### config.mk
export PLATFORM = sky130hd
export DESIGN_NAME = excl_mem
export DESIGN_NICKNAME = d
export VERILOG_FILES = /design/src/rtl/excl_pkg.sv /design/src/rtl/excl_wordmem.sv /design/src/rtl/excl_monitor.sv /design/src/rtl/excl_mem.sv
export SDC_FILE = /design/constraint.sdc
export NUM_CORES = 1
export LEC_CHECK = 0
export ABC_CLOCK_PERIOD_IN_PS = 3200
export BUFFER_PORTS_ARGS = -buffer_cell sky130_fd_sc_hd__buf_2
export CORE_ASPECT_RATIO = 0.6
export CORE_MARGIN = 1.5
export CORE_UTILIZATION = 55
export CTS_CLUSTER_DIAMETER = 50
export DETAILED_ROUTE_END_ITERATION = 8
export GPL_TIMING_DRIVEN = 1
export HOLD_SLACK_MARGIN = 0.06
export PLACE_DENSITY_LB_ADDON = 0.2
export SLEW_MARGIN = 5
export SYNTH_ARGS = -nofsm -noshare
export SYNTH_HDL_FRONTEND = slang
export SYNTH_SLANG_ARGS = --single-unit
### constraint.sdc
create_clock -name clk -period 3.2 [get_ports clk]
set_input_delay 0.48 -clock clk [delete_from_list [all_inputs] [get_ports clk]]
set_output_delay 0.48 -clock clk [all_outputs]
set_load 0.02 [all_outputs]
### src/rtl/excl_pkg.sv
package excl_pkg;
  typedef enum logic [1:0] {
    OP_LD  = 2'b00,
    OP_ST  = 2'b01,
    OP_LDX = 2'b10,
    OP_STX = 2'b11
  } op_e;

  localparam logic [1:0] SZ_B = 2'b00;
  localparam logic [1:0] SZ_H = 2'b01;
  localparam logic [1:0] SZ_W = 2'b10;

  function automatic logic is_aligned(input logic [1:0] sz, input logic [1:0] off);
    case (sz)
      SZ_B:    return 1'b1;
      SZ_H:    return ~off[0];
      SZ_W:    return (off == 2'b00);
      default: return 1'b0;
    endcase
  endfunction

  function automatic logic [3:0] lane_mask(input logic [1:0] sz, input logic [1:0] off);
    case (sz)
      SZ_B:    return 4'b0001 << off;
      SZ_H:    return 4'b0011 << off;
      SZ_W:    return 4'b1111;
      default: return 4'b0000;
    endcase
  endfunction

  function automatic logic [31:0] place(input logic [31:0] wd, input logic [1:0] off);
    return wd << {off, 3'b000};
  endfunction

  function automatic logic [31:0] extract(input logic [31:0] word, input logic [1:0] sz,
                                          input logic [1:0] off);
    logic [31:0] sh;
    sh = word >> {off, 3'b000};
    case (sz)
      SZ_B:    return {24'h0, sh[7:0]};
      SZ_H:    return {16'h0, sh[15:0]};
      default: return word;
    endcase
  endfunction
endpackage

### src/rtl/excl_wordmem.sv
module excl_wordmem #(
  parameter int IDX_W = 4,
  localparam int WORDS = 1 << IDX_W
) (
  input  logic             clk,
  input  logic             rst_n,
  input  logic             we,
  input  logic [3:0]       wmask,
  input  logic [IDX_W-1:0] idx,
  input  logic [31:0]      wdata,
  output logic [31:0]      rdata
);
  for (genvar ln = 0; ln < 4; ln++) begin : g_lane
    logic [7:0] bytes_q [WORDS];

    always_ff @(posedge clk) begin
      if (!rst_n) begin
        for (int w = 0; w < WORDS; w++) bytes_q[w] <= 8'h00;
      end else if (we && wmask[ln]) begin
        bytes_q[idx] <= wdata[8*ln +: 8];
      end
    end

    assign rdata[8*ln +: 8] = bytes_q[idx];
  end
endmodule

### src/rtl/excl_monitor.sv
module excl_monitor #(
  parameter int ADDR_W = 6
) (
  input  logic              clk,
  input  logic              rst_n,
  input  logic              clr,
  input  logic              lx_set,
  input  logic              sx_try,
  input  logic              st_plain,
  input  logic [ADDR_W-1:0] addr,
  input  logic [1:0]        size,
  output logic              sx_pass,
  output logic              hold_q
);
  logic [ADDR_W-1:0] hold_addr_q;
  logic [1:0]        hold_size_q;
  logic              held;
  logic              word_hit;

  assign held     = hold_q & ~clr;
  assign word_hit = (addr[ADDR_W-1:2] == hold_addr_q[ADDR_W-1:2]);
  assign sx_pass  = sx_try & held & (addr == hold_addr_q) & (size == hold_size_q);

  always_ff @(posedge clk) begin
    if (!rst_n) begin
      hold_q      <= 1'b0;
      hold_addr_q <= '0;
      hold_size_q <= 2'b00;
    end else if (lx_set) begin
      hold_q      <= 1'b1;
      hold_addr_q <= addr;
      hold_size_q <= size;
    end else if (clr || sx_try || (st_plain && word_hit)) begin
      hold_q <= 1'b0;
    end
  end


  sx_clears_chk: assert property (@(posedge clk) disable iff (!rst_n)
    sx_try |=> !hold_q);

  lx_sets_chk: assert property (@(posedge clk) disable iff (!rst_n)
    lx_set |=> hold_q);

  pass_needs_hold_chk: assert property (@(posedge clk) disable iff (!rst_n)
    sx_pass |-> hold_q && !clr);

  clr_drops_chk: assert property (@(posedge clk) disable iff (!rst_n)
    clr && !lx_set |=> !hold_q);
endmodule

### src/rtl/excl_mem.sv
module excl_mem #(
  parameter int ADDR_W = 6,
  localparam int IDX_W = ADDR_W - 2
) (
  input  logic              clk,
  input  logic              rst_n,
  input  logic              req_valid,
  input  logic [1:0]        req_op,
  input  logic [1:0]        req_size,
  input  logic [ADDR_W-1:0] req_addr,
  input  logic [31:0]       req_wdata,
  input  logic              clr_excl,
  output logic              rsp_valid,
  output logic [31:0]       rsp_rdata,
  output logic              rsp_status,
  output logic              rsp_err
);
  import excl_pkg::*;

  op_e         op;
  logic [1:0]  off;
  logic        aligned;
  logic        acc_ok;
  logic        is_load;
  logic        lx_set;
  logic        sx_try;
  logic        st_plain;
  logic        sx_pass;
  logic        hold_q;
  logic        mem_we;
  logic [31:0] word_rd;

  assign op       = op_e'(req_op);
  assign off      = req_addr[1:0];
  assign aligned  = is_aligned(req_size, off);
  assign acc_ok   = req_valid & aligned;
  assign is_load  = (op == OP_LD) || (op == OP_LDX);
  assign lx_set   = acc_ok & (op == OP_LDX);
  assign sx_try   = acc_ok & (op == OP_STX);
  assign st_plain = acc_ok & (op == OP_ST);
  assign mem_we   = st_plain | sx_pass;

  excl_monitor #(.ADDR_W(ADDR_W)) u_mon (
    .clk      (clk),
    .rst_n    (rst_n),
    .clr      (clr_excl),
    .lx_set   (lx_set),
    .sx_try   (sx_try),
    .st_plain (st_plain),
    .addr     (req_addr),
    .size     (req_size),
    .sx_pass  (sx_pass),
    .hold_q   (hold_q)
  );

  excl_wordmem #(.IDX_W(IDX_W)) u_mem (
    .clk   (clk),
    .rst_n (rst_n),
    .we    (mem_we),
    .wmask (lane_mask(req_size, off)),
    .idx   (req_addr[ADDR_W-1:2]),
    .wdata (place(req_wdata, off)),
    .rdata (word_rd)
  );

  always_ff @(posedge clk) begin
    if (!rst_n) begin
      rsp_valid  <= 1'b0;
      rsp_rdata  <= 32'h0;
      rsp_status <= 1'b0;
      rsp_err    <= 1'b0;
    end else begin
      rsp_valid  <= req_valid;
      rsp_err    <= req_valid & ~aligned;
      rsp_status <= sx_try & ~sx_pass;
      rsp_rdata  <= (acc_ok && is_load) ? extract(word_rd, req_size, off) : 32'h0;
    end
  end


  sx_fail_nowrite_chk: assert property (@(posedge clk) disable iff (!rst_n)
    sx_try && !sx_pass |-> !mem_we);

  misalign_inert_chk: assert property (@(posedge clk) disable iff (!rst_n)
    req_valid && !aligned |-> !mem_we && !sx_pass && !lx_set);

  rsp_follows_chk: assert property (@(posedge clk) disable iff (!rst_n)
    req_valid |=> rsp_valid);

  rsp_idle_chk: assert property (@(posedge clk) disable iff (!rst_n)
    !req_valid |=> !rsp_valid);

  status_src_chk: assert property (@(posedge clk) disable iff (!rst_n)
    rsp_status |-> $past(req_valid && op == OP_STX));

  err_quiet_chk: assert property (@(posedge clk) disable iff (!rst_n)
    rsp_err |-> !rsp_status && rsp_rdata == 32'h0);
endmodule

Word-level counts from Yosys, hierarchy flattened

Memories as Yosys holds them, arrays and structs flattened.
Cells that the tools add are included.

$add $sub $neg: 0
Multiply operators: 0
Div/mod/pow operators: 0
Order comparisons: 0
Eq/ne operators: 8
Shifts and indexed selects: 4
Mux-type cells: 30
Bitwise operators: 15
Reduce and logical (&&, ||, !) cells: 18

Operators with widths:

| kind                  | count |
|---|---|
| $pmux W32 S2          | 1 |
| $mux W8               | 4 |
| $reduce_or A8 Y1      | 4 |
| $shl A32 B5 Y32       | 1 |
| $shr A32 B5 Y16       | 1 |
| $mux W1               | 19 |
| $mux W4               | 4 |
| $pmux W4 S3           | 1 |
| $and A1 B1 Y1         | 10 |
| $eq A2 B2 Y1 const B  | 3 |
| $eq A6 B6 Y1          | 1 |
| $logic_and A1 B1 Y1   | 6 |
| $logic_not A2 Y1      | 3 |
| $eq A2 B1 Y1 const B  | 2 |
| $eq A4 B4 Y1          | 1 |
| $not A1 Y1            | 4 |
| $shl A1 B2 Y4 const A | 1 |
| $shl A2 B2 Y4 const A | 1 |
| $logic_or A1 B1 Y1    | 3 |
| $pmux W1 S3           | 1 |
| $eq A2 B2 Y1          | 1 |
| $reduce_and A2 Y1     | 1 |
| $reduce_bool A2 Y1    | 1 |
| $or A1 B1 Y1          | 1 |

Flip-flop bits (word level): 44
Bits in latches: 0
Bits in writable memories: 512
Memory bits (read-only): 0
Input bits: 46
Output and inout bits: 35
Memories kept: 4

Memory list:

| name                    | depth | width | read ports | clocked after Yosys merged registers in | write ports | line               | text |
|---|---|---|---|---|---|---|---|
| u_mem.g_lane[0].bytes_q | 16    | 8     | 1          | 0                                       | 16          | excl_wordmem.sv:14 | `logic [7:0] bytes_q [WORDS];` |
| u_mem.g_lane[1].bytes_q | 16    | 8     | 1          | 0                                       | 16          | excl_wordmem.sv:14 |  |
| u_mem.g_lane[2].bytes_q | 16    | 8     | 1          | 0                                       | 16          | excl_wordmem.sv:14 |  |
| u_mem.g_lane[3].bytes_q | 16    | 8     | 1          | 0                                       | 16          | excl_wordmem.sv:14 |  |

Depth between registers and ports, before layout

Gate-level depths: netlist (run 1).

Word-level depth: 14
Depth in mapped cells: 10
Mapped depth without buffers: 5

Cells and area by module

Synthesis (run 1) repeated with hierarchy kept, for this count alone.

Cell total of the unflattened synthesis: 1811
Area total of the unflattened synthesis: 24770.0 sq um

Modules (own cells, without submodules):

| module       | times used | cells an instance | area an instance (sq um) | sequential area each (sq um) |
|---|---|---|---|---|
| excl_wordmem | 1          | 1522              | 22188.8                  | 15374.7 |
| excl_mem     | 1          | 248               | 2139.6                   | 700.7 |
| excl_monitor | 1          | 41                | 441.7                    | 180.2 |

Least setup slack after synthesis (run 1)

OpenSTA, ideal clock, no wires.

Path type: in2reg
From: input port req_addr[0]
To: memory u_mem.g_lane[1].bytes_q[0][0], enable pin
Setup time: 0.329 ns
Data arrival time: 2.149 ns
Slack: 0.722 ns
Stages on the path: 8
Cell sequence: buf_2 > xor2_1 > or3_1 > o31ai_2 > buf_6 > buf_8 > nand4_4 > nand2_1

RTL lines:

| what        | line               | text |
|---|---|---|
| from (decl) | excl_mem.sv:10     | `input logic [ADDR_W-1:0] req_addr,` |
| to (decl)   | excl_wordmem.sv:14 |  |

==> implementation parameters, run 1 <==
Parameter                              Value

Power
  Peak ir drop on the vdd network ... 437.1 uV
  Leakage power summed over all cells ... 10.01 nW
  Switching part of the total power ... 24.10%
  Net load switching power ... between 4 and 5 mW
  Power per unit of standard cell area ... 568.3 nW/um^2
  Sequential power share ... a little over 50%
  Fraction of power consumed by the clock network ... 39.3%
  Share of power burned in combinational logic ... between 10% and 20%
  Internal power of the cells ... 12.62 mW
  Design Power ... 16.62 mW

Floorplanning
  Floorplan die width ... about 280 microns
  Effective utilization at floorplan ... between 50% and 60%
  DIE HEIGHT ... approximately 170 microns
  Row Count ... 61
  I/O pin count ... 81
  Die Area ... approximately 48000 sq um
  Area inside the core boundary ... 46400 sq um

Yosys
  Post-synthesis sequential area ratio ... approximately 63%
  Synth area leader ... sky130_fd_sc_hd__edfxtp_1
  Fraction of synthesized cell area taken by the top area cell type ... about three fifths
  Total nets after synthesis ... 1850
  Main flop type after synthesis ... sky130_fd_sc_hd__edfxtp_1
  Mapped Cells ... about 1.8k
  Post-synthesis instance area ... 25930 sq um
  Count of flip-flops with a built-in enable after synthesis ... about 500
  Synth Warn # ... 0
  Total of flip-flops plus latches after synthesis ... ~560
  Area contributors post-synth ... sky130_fd_sc_hd__edfxtp_1 (59%), sky130_fd_sc_hd__mux4_2 (11%), sky130_fd_sc_hd__nor2_1 (7.9%)
  Proportion of register bits with asynchronous set or reset after synthesis ... 0%
  Post-synthesis area per instance ... ~14 sq um
  Netlist cell types ... between 60 and 70

Timing
  Final hold vios ... 0
  Setup repair after global routing missed its margin ... false
  Highest clock rate ... between 300 and 400 MHz
  Max-slew violation total from the final report ... 0
  Count of endpoints failing setup in the final report ... 0
  Fin Setup TNS ... 0 ps
  Worst slew margin relative to its limit ... 25.90%
  Final setup slack of the worst path ... between 500 and 600 ps
  Share of the cycle needed by the critical path after routing ... just over 80%
  Tmin final ... ~2600 ps
  Worst clock skew on the final layout ... roughly 21 ps
  Measured slew at the worst slew-check pin ... around 1100 ps

Clock network
  Clock sink total ... approximately 560
  Quantity of gates resized following cts ... 0
  Number of hold-repair buffers added at the cts stage ... 0
  Library cell used as clock root buffer ... sky130_fd_sc_hd__clkbuf_16
  Number of H-tree levels ... 2
  Postcts setup bufs ... 0
  Clock Pin Slew Worst Setup and Hold Paths ... ~70 ps
  Clock buffer count from CTS ... between 50 and 60
  Maximum buffer depth of the clock tree ... 3
  Clk Latency, worst-skew pair ... ~590 ps
  CTS tree ... done

Cells and area
  Area added between synthesis and finish ... 12.81%
  Share of cells above drive strength 1 ... approximately 27%
  Nets@finish ... 1977
  Final standard cell area without fillers ... 29250 sq um

Hold path
  Startpoint of the worst hold path ... rst_n
  Class of the tightest hold or removal check ... in -> reg
  Hold path cells ... 3
  End point of the most critical hold path ... rsp_valid$_SDFF_PN0_

Critical path
  Slowest stage cell, crit path ... sky130_fd_sc_hd__or3_1
  Top cell family by delay on the critical path ... simple AND/OR/NAND/NOR gates
  Cell Chain, Critical Path ... xor2_1 > or3_1 > o31ai_4 > buf_12 > buf_12 > nand4_4 > nand2_1
  Signal arrival time at the worst endpoint ... approximately 2900 ps
  Worst reg2reg path endpoint ... u_mem.g_lane[2].bytes_q[7][5]$_SDFFCE_PN0P_
  Peak fanout along the critical path ... 21
  Critical Path Source Type ... register
  Peak per-stage delay on the critical path ... around 380 ps
  Kind of critical path ... reg -> reg
  Crit path buf inv count ... 2
  Crit path capture type ... register
  Worst Reg-to-Reg Cells ... 7
  CP required ... approximately 3400 ps
  Setup slack, reg-to-reg ... between 500 and 600 ps
  Top cell by count, worst path ... sky130_fd_sc_hd__buf_12
  Origin of the critical flop-to-flop path ... u_mon.hold_addr_q[0]$_SDFFE_PN0P_

Global route
  Global-route wire length before repair ... 109500 microns
  Number of global-route vias before repair ... between 15k and 20k
  Number of antenna violations at the first check in global routing ... 1
  GR Util All Layers ... 31.69%
  Pin count of the biggest net entering global routing ... between 70 and 80
  GRT overflow ... 0

Detailed routing
  Residual antenna-violating net count after detailed routing ... 0
  Drt initial violations ... between 2k and 2.5k
  Number of vias per cell ... ~6.4
  Drt drc ... 0
  Final routed wire length divided by cell count ... about 29 microns
  Count of vias placed by the detailed router ... 16.73k
  Total routed wirelength ... 76210 microns
  1st-pass router iterations ... 6

Place
  Routability congestion estimate from global placement ... 0.9218
  Total of buffers placed on input and output ports ... 80
  Placed cell areas ... between 20000 and 30000 sq um
  Post-DP HPWL ... roughly 53000 microns
  Dpl ws ... 276.1 ps

Run status
  Outcome ... complete, no violations

Job
  Number of max-cap violations ... 0
[metrics by stage]
| stage | utilization (%) | hold slack [ps] | cells |
|---|---|---|---|
| after floorplan | - | 507.0 | 1804 |
| after global placement | 59.16 | 522.8 | 2508 |
| after detailed placement | 59.16 | 534.5 | 2508 |
| after CTS | 63.03 | 188.4 | 2603 |
| after global routing | 63.03 | 210.7 | 2603 |
| final | 63.04 | 215.4 | 2604 |
[power groups by stage]
stage,registers (mW),logic (mW),clock network [mW]
floorplan,8.47,1.03,0
global placement,8.55,1.62,0
detailed placement,8.55,1.63,0
CTS,8.40,1.64,6.55
global route,8.43,1.73,6.85
finish,8.41,1.68,6.53
[cells in the mapped netlist (all sizes together), types with 8 or more instances]
| library cell | n |
|---|---|
| mux2i | 75 |
| nand2 | 108 |
| nand4 | 66 |
| nor2b | 15 |
| a22oi | 8 |
| mux2 | 36 |
| buf | 73 |
| clkbuf | 50 |
| a21oi | 14 |
| mux4 | 123 |
| nor2 | 557 |
| dfxtp | 44 |
| edfxtp | 512 |
| nor3 | 9 |
| o21ai | 11 |
| o22ai | 10 |
[layout make-up]
class,count,area (sq um)
tap,630,788.3
antenna,1,2.502
sequential,556,16260
fill,3467,17150
inverter,9,33.78
multi-input combinational,1116,8855
clock inverter,23,287.8
timing repair buffer,197,1521
clock buffer,72,1508
[layer usage]
| layer | up-vias | share of wire (%) | track usage, % | routed length (microns) |
|---|---|---|---|---|
| met3 | 114 | 16 | 14.35 | 12480 |
| li1 | 6973 | - | - | - |
| met4 | 2 | 2.2 | 7.115 | 1666 |
| met5 | - | 0.13 | 1.500 | 100 |
| met2 | 1166 | 40 | 41.28 | 30230 |
| met1 | 8476 | 42 | 47.89 | 31730 |
[cells in the final DEF (no fill, tap or decap), types with 4 or more instances in the layout]
cell | Yosys | final
sky130_fd_sc_hd__nor2_1 | 549 | 549
sky130_fd_sc_hd__edfxtp_1 | 512 | 512
sky130_fd_sc_hd__mux4_2 | 123 | 123
sky130_fd_sc_hd__nand2_1 | 105 | 105
sky130_fd_sc_hd__buf_4 | 15 | 100
sky130_fd_sc_hd__buf_2 | 24 | 77
sky130_fd_sc_hd__mux2i_1 | 75 | 75
sky130_fd_sc_hd__clkbuf_16 | 0 | 53
sky130_fd_sc_hd__nand4_4 | 49 | 49
sky130_fd_sc_hd__dfxtp_1 | 44 | 44
sky130_fd_sc_hd__mux2_2 | 36 | 36
sky130_fd_sc_hd__buf_12 | 1 | 18
sky130_fd_sc_hd__nand4_2 | 15 | 15
sky130_fd_sc_hd__nor2b_1 | 15 | 15
sky130_fd_sc_hd__a21oi_1 | 14 | 14
sky130_fd_sc_hd__clkbuf_8 | 0 | 12
sky130_fd_sc_hd__o22ai_1 | 10 | 10
sky130_fd_sc_hd__nor2_2 | 8 | 8
sky130_fd_sc_hd__a22oi_1 | 8 | 8
sky130_fd_sc_hd__clkbuf_1 | 50 | 8
sky130_fd_sc_hd__xnor2_1 | 7 | 7
sky130_fd_sc_hd__o21ai_0 | 8 | 7
sky130_fd_sc_hd__clkinv_2 | 0 | 7
sky130_fd_sc_hd__inv_1 | 6 | 6
sky130_fd_sc_hd__nand3_1 | 6 | 6
sky130_fd_sc_hd__nand2b_1 | 6 | 6
sky130_fd_sc_hd__nor3_4 | 6 | 6
sky130_fd_sc_hd__a211oi_1 | 7 | 6
sky130_fd_sc_hd__clkinvlp_4 | 0 | 6
sky130_fd_sc_hd__bufinv_16 | 0 | 6
sky130_fd_sc_hd__and3_1 | 6 | 5
sky130_fd_sc_hd__or3_1 | 4 | 4
sky130_fd_sc_hd__and2_1 | 4 | 4
sky130_fd_sc_hd__nor4_1 | 4 | 4
[cell families (layout without fill, tap and decap cells)]
kind of cell           count (synthesis)  in the layout  synth area share, %
AO/OA/AOI/OAI                         80             80                2.258
XOR/XNOR                               8              8               0.2702
buffers and inverters                132            301                3.276
flip-flops                           556            556                62.69
multiplexers                         234            234                15.14
other                                  0              1                    0
AND/OR/NAND/NOR                      794            794                16.36
[worst reg2reg max path, delay by kind of cell, from the launching register on]
| kind | cells | cell delay, ps |
|---|---|---|
| xor gates and xnor gates | 1 | 170 |
| buffers and inverters | 2 | 560 |
| AOI/OAI and AO/OA | 1 | 340 |
| and+or+nand+nor | 3 | 910 |
| DFF | 1 | 320 |
[sequential cells by signal (all words and copies together) (netlist names)]
name / count
u_mem.g_lane.bytes_q: 512
rsp_valid: 1
rsp_err: 1
u_mon.hold_size_q: 2
rsp_status: 1
u_mon.hold_q: 1
u_mon.hold_addr_q: 6
rsp_rdata: 32
[worst max path at each step]
stage / to / cells past startpoint / slack [ps] / from
final: u_mem.g_lane[2].bytes_q[7][5]$_SDFFCE_PN0P_ / 7 / 550 / u_mon.hold_addr_q[0]$_SDFFE_PN0P_
after global routing: u_mem.g_lane[2].bytes_q[7][5]$_SDFFCE_PN0P_ / 7 / 460 / u_mon.hold_addr_q[0]$_SDFFE_PN0P_
after CTS: u_mem.g_lane[2].bytes_q[12][6]$_SDFFCE_PN0P_ / 7 / 570 / u_mon.hold_addr_q[0]$_SDFFE_PN0P_
after detailed placement: rsp_rdata[1]$_SDFF_PN0_ / 8 / 280 / req_addr[2]
after global placement: rsp_rdata[1]$_SDFF_PN0_ / 8 / 290 / req_addr[2]
after floorplan: u_mem.g_lane[1].bytes_q[0][0]$_SDFFCE_PN0P_ / 8 / 720 / req_addr[0]
(Power assumes the default switching activity.)
==> run 2: changes to the inputs <==
Settings changed: ABC_CLOCK_PERIOD_IN_PS 3200 to 2250.
Clock period 3.2 ns to 2.25 ns, I/O delays scaled along.
==> implementation parameters, run 2 (synthesis results as in run 1) <==
Parameter                              Value

Detailed routing
  Count of vias placed by the detailed router ... 17.47k
  Final routed wire length divided by cell count ... about 27 microns
  Drt drc ... 0
  Drt initial violations ... ~2.6k
  Number of vias per cell ... 6.257
  Residual antenna-violating net count after detailed routing ... 0
  1st-pass router iterations ... 6
  Total routed wirelength ... around 76000 microns

Power
  Power per unit of standard cell area ... between 700 and 800 nW/um^2
  Design Power ... roughly 23 mW
  Leakage power summed over all cells ... 11.07 nW
  Peak ir drop on the vdd network ... about 560 uV

Floorplanning
  DIE HEIGHT ... 171.2 microns
  Die Area ... slightly below 50000 sq um
  Row Count ... between 60 and 70
  Effective utilization at floorplan ... between 50 and 60%
  Floorplan die width ... 283.3 microns
  Area inside the core boundary ... between 40000 and 50000 sq um
  I/O pin count ... just over 80

Timing
  Worst slack on hold paths ... 120.0 ps
  Highest clock rate ... roughly 450 MHz
  Share of the cycle needed by the critical path after routing ... ~100%
  Final hold vios ... 0
  Worst clock skew on the final layout ... 25.59 ps
  Tmin final ... around 2200 ps
  Worst slew margin relative to its limit ... between 40% and 50%
  Setup repair after global routing missed its margin ... true
  Max-slew violation total from the final report ... 0
  Measured slew at the worst slew-check pin ... ~810 ps
  Count of endpoints failing setup in the final report ... 0

Clock network
  Library cell used as clock root buffer ... sky130_fd_sc_hd__clkbuf_16
  Clock sink total ... 556
  Number of H-tree levels ... 2
  Number of hold-repair buffers added at the cts stage ... 0
  Clk Latency, worst-skew pair ... just under 600 ps
  Clock buffer count from CTS ... 52
  Maximum buffer depth of the clock tree ... 3
  Clock Pin Slew Worst Setup and Hold Paths ... approximately 70 ps
  CTS tree ... done

Critical path
  Origin of the critical flop-to-flop path ... u_mem.g_lane[0].bytes_q[4][5]$_SDFFCE_PN0P_
  Worst reg2reg path endpoint ... rsp_rdata[5]$_SDFF_PN0_
  Signal arrival time at the worst endpoint ... 2720 ps
  Source of the critical timing path ... u_mem.g_lane[0].bytes_q[4][5]$_SDFFCE_PN0P_
  Critical Path Source Type ... register
  Crit path capture type ... register
  Peak fanout along the critical path ... 1
  CP required ... roughly 2700 ps
  Endpoint of the worst setup timing path ... rsp_rdata[5]$_SDFF_PN0_
  Setup slack, reg-to-reg ... ~6.0 ps
  Worst Reg-to-Reg Cells ... 6
  Kind of critical path ... reg -> reg

Run status
  Outcome ... complete, no violations

Hold path
  Class of the tightest hold or removal check ... in -> reg
  Hold path cells ... 3

Cells and area
  Largest registers in the final layout ... u_mem.g_lane.bytes_q x512, rsp_rdata x32, u_mon.hold_addr_q x6
  Share of cells above drive strength 1 ... a little over a third
  Number of fill cells ... roughly 3.2k
  Most common cell after layout, fill and taps aside ... sky130_fd_sc_hd__nor2_1
  Nets@finish ... 2173
  Flip-flop count of the largest register after layout ... a little over 500
  Final core utilization ... 67.64%
  Count of inserted antenna diode cells ... 0
  Area added between synthesis and finish ... 21.06%
  Register bank with the most flops ... u_mem.g_lane.bytes_q
  Commonest cells after routing, fill and taps aside ... sky130_fd_sc_hd__nor2_1 (548), sky130_fd_sc_hd__edfxtp_1 (512), sky130_fd_sc_hd__buf_4 (244), sky130_fd_sc_hd__mux4_2 (123), sky130_fd_sc_hd__buf_2 (76)

Global route
  Number of antenna violations at the first check in global routing ... 0
  GRT overflow ... 0
  Global-route wire length before repair ... between 100000 and 150000 microns
  Pin count of the biggest net entering global routing ... 74
  GR Util All Layers ... about a third
  Number of global-route vias before repair ... 16.44k

Place
  Post-DP HPWL ... about 55000 microns
  Routability congestion estimate from global placement ... between 0.9 and 1
  Total of buffers placed on input and output ports ... 80

Job
  Number of max-cap violations ... 0
==> run 2: cell count changes in the layout (fill, tap and decap cells not counted), sizes merged, moves of 3 or more <==
| cell | delta |
|---|---|
| clkbuf | -5 |
| clkinv | +6 |
| bufinv | -5 |
| clkinvlp | -3 |
| buf | +194 |
==> run 2: power by group <==
part	switching, mW	leakage [nW]	internal, mW
clock network	3.86	0.766	4.56
registers	0.200	5.22	11.7
logic	1.64	5.08	1.12
==> run 2: layout make-up <==
| cell class | count | area [sq um] | share of cell area [%] |
|---|---|---|---|
| multi-input combinational | 1116 | 9184 | 29.26 |
| clock buffer | 67 | 1419 | 4.520 |
| inverter | 9 | 33.78 | 0.1076 |
| clock inverter | 22 | 155.1 | 0.4943 |
| sequential | 556 | 16260 | 51.79 |
| timing repair buffer | 392 | 3555 | 11.32 |
| tap | 630 | 788.3 | 2.511 |
==> run 2: per-stage QoR <==
| step | cell area, sq um | TNS (ps) | setup slack, ps | cells |
|---|---|---|---|---|
| after detailed placement | 29590 | -87870 | -496.2 | 2700 |
| final | 31390 | 0 | 6.038 | 2792 |
| after global placement | 29590 | -66470 | -441.5 | 2700 |
| after floorplan | 26110 | -2092 | -76.86 | 1804 |
| after CTS | 31310 | 0 | 11.37 | 2792 |
| after global routing | 31390 | -382.6 | -12.30 | 2792 |
==> run 2: metal layers <==
layer / track usage, % / part of all wire, % / wire [microns] / vias to the layer above
met2: 43.15 / 41 / 31130 / 1188
met5: 0 / 0 / 0 / -
met1: 49.75 / 42 / 32040 / 8794
met4: 7.696 / 2.6 / 1988 / 0
met3: 9.058 / 14 / 10930 / 130
li1: - / - / - / 7357
==> run 2: timing repair <==
| item | 4_1_cts | 5_1_grt |
|---|---|---|
| buffers inserted | 2 | 0 |
| pin swaps | 1 | 0 |
| resized for setup | 22 | 17 |
| cloned | 1 | 0 |
| setup endpoints to repair | 237 | 314 |
==> run 2: worst max-delay path: stages (launching register included) <==
cell and delay (ps):
sky130_fd_sc_hd__edfxtp_1 410, sky130_fd_sc_hd__mux4_2 480, sky130_fd_sc_hd__nand2_1 80, sky130_fd_sc_hd__o21ai_0 110, sky130_fd_sc_hd__a2111oi_1 780, sky130_fd_sc_hd__buf_4 240
sky130_fd_sc_hd__nor4_1 50
==> run 2: how the worst min path moves through the flow <==
stage	startpoint	to	slack [ps]
2_1_floorplan	req_valid	rsp_valid$_SDFF_PN0_	500
5_1_grt	req_valid	u_mon.hold_q$_SDFFE_PN0P_	100
3_3_place_gp	u_mon.hold_addr_q[0]$_SDFFE_PN0P_	u_mon.hold_addr_q[0]$_SDFFE_PN0P_	520
3_5_place_dp	u_mon.hold_addr_q[0]$_SDFFE_PN0P_	u_mon.hold_addr_q[0]$_SDFFE_PN0P_	540
6_report	clr_excl	u_mon.hold_q$_SDFFE_PN0P_	120
4_1_cts	clr_excl	u_mon.hold_q$_SDFFE_PN0P_	90
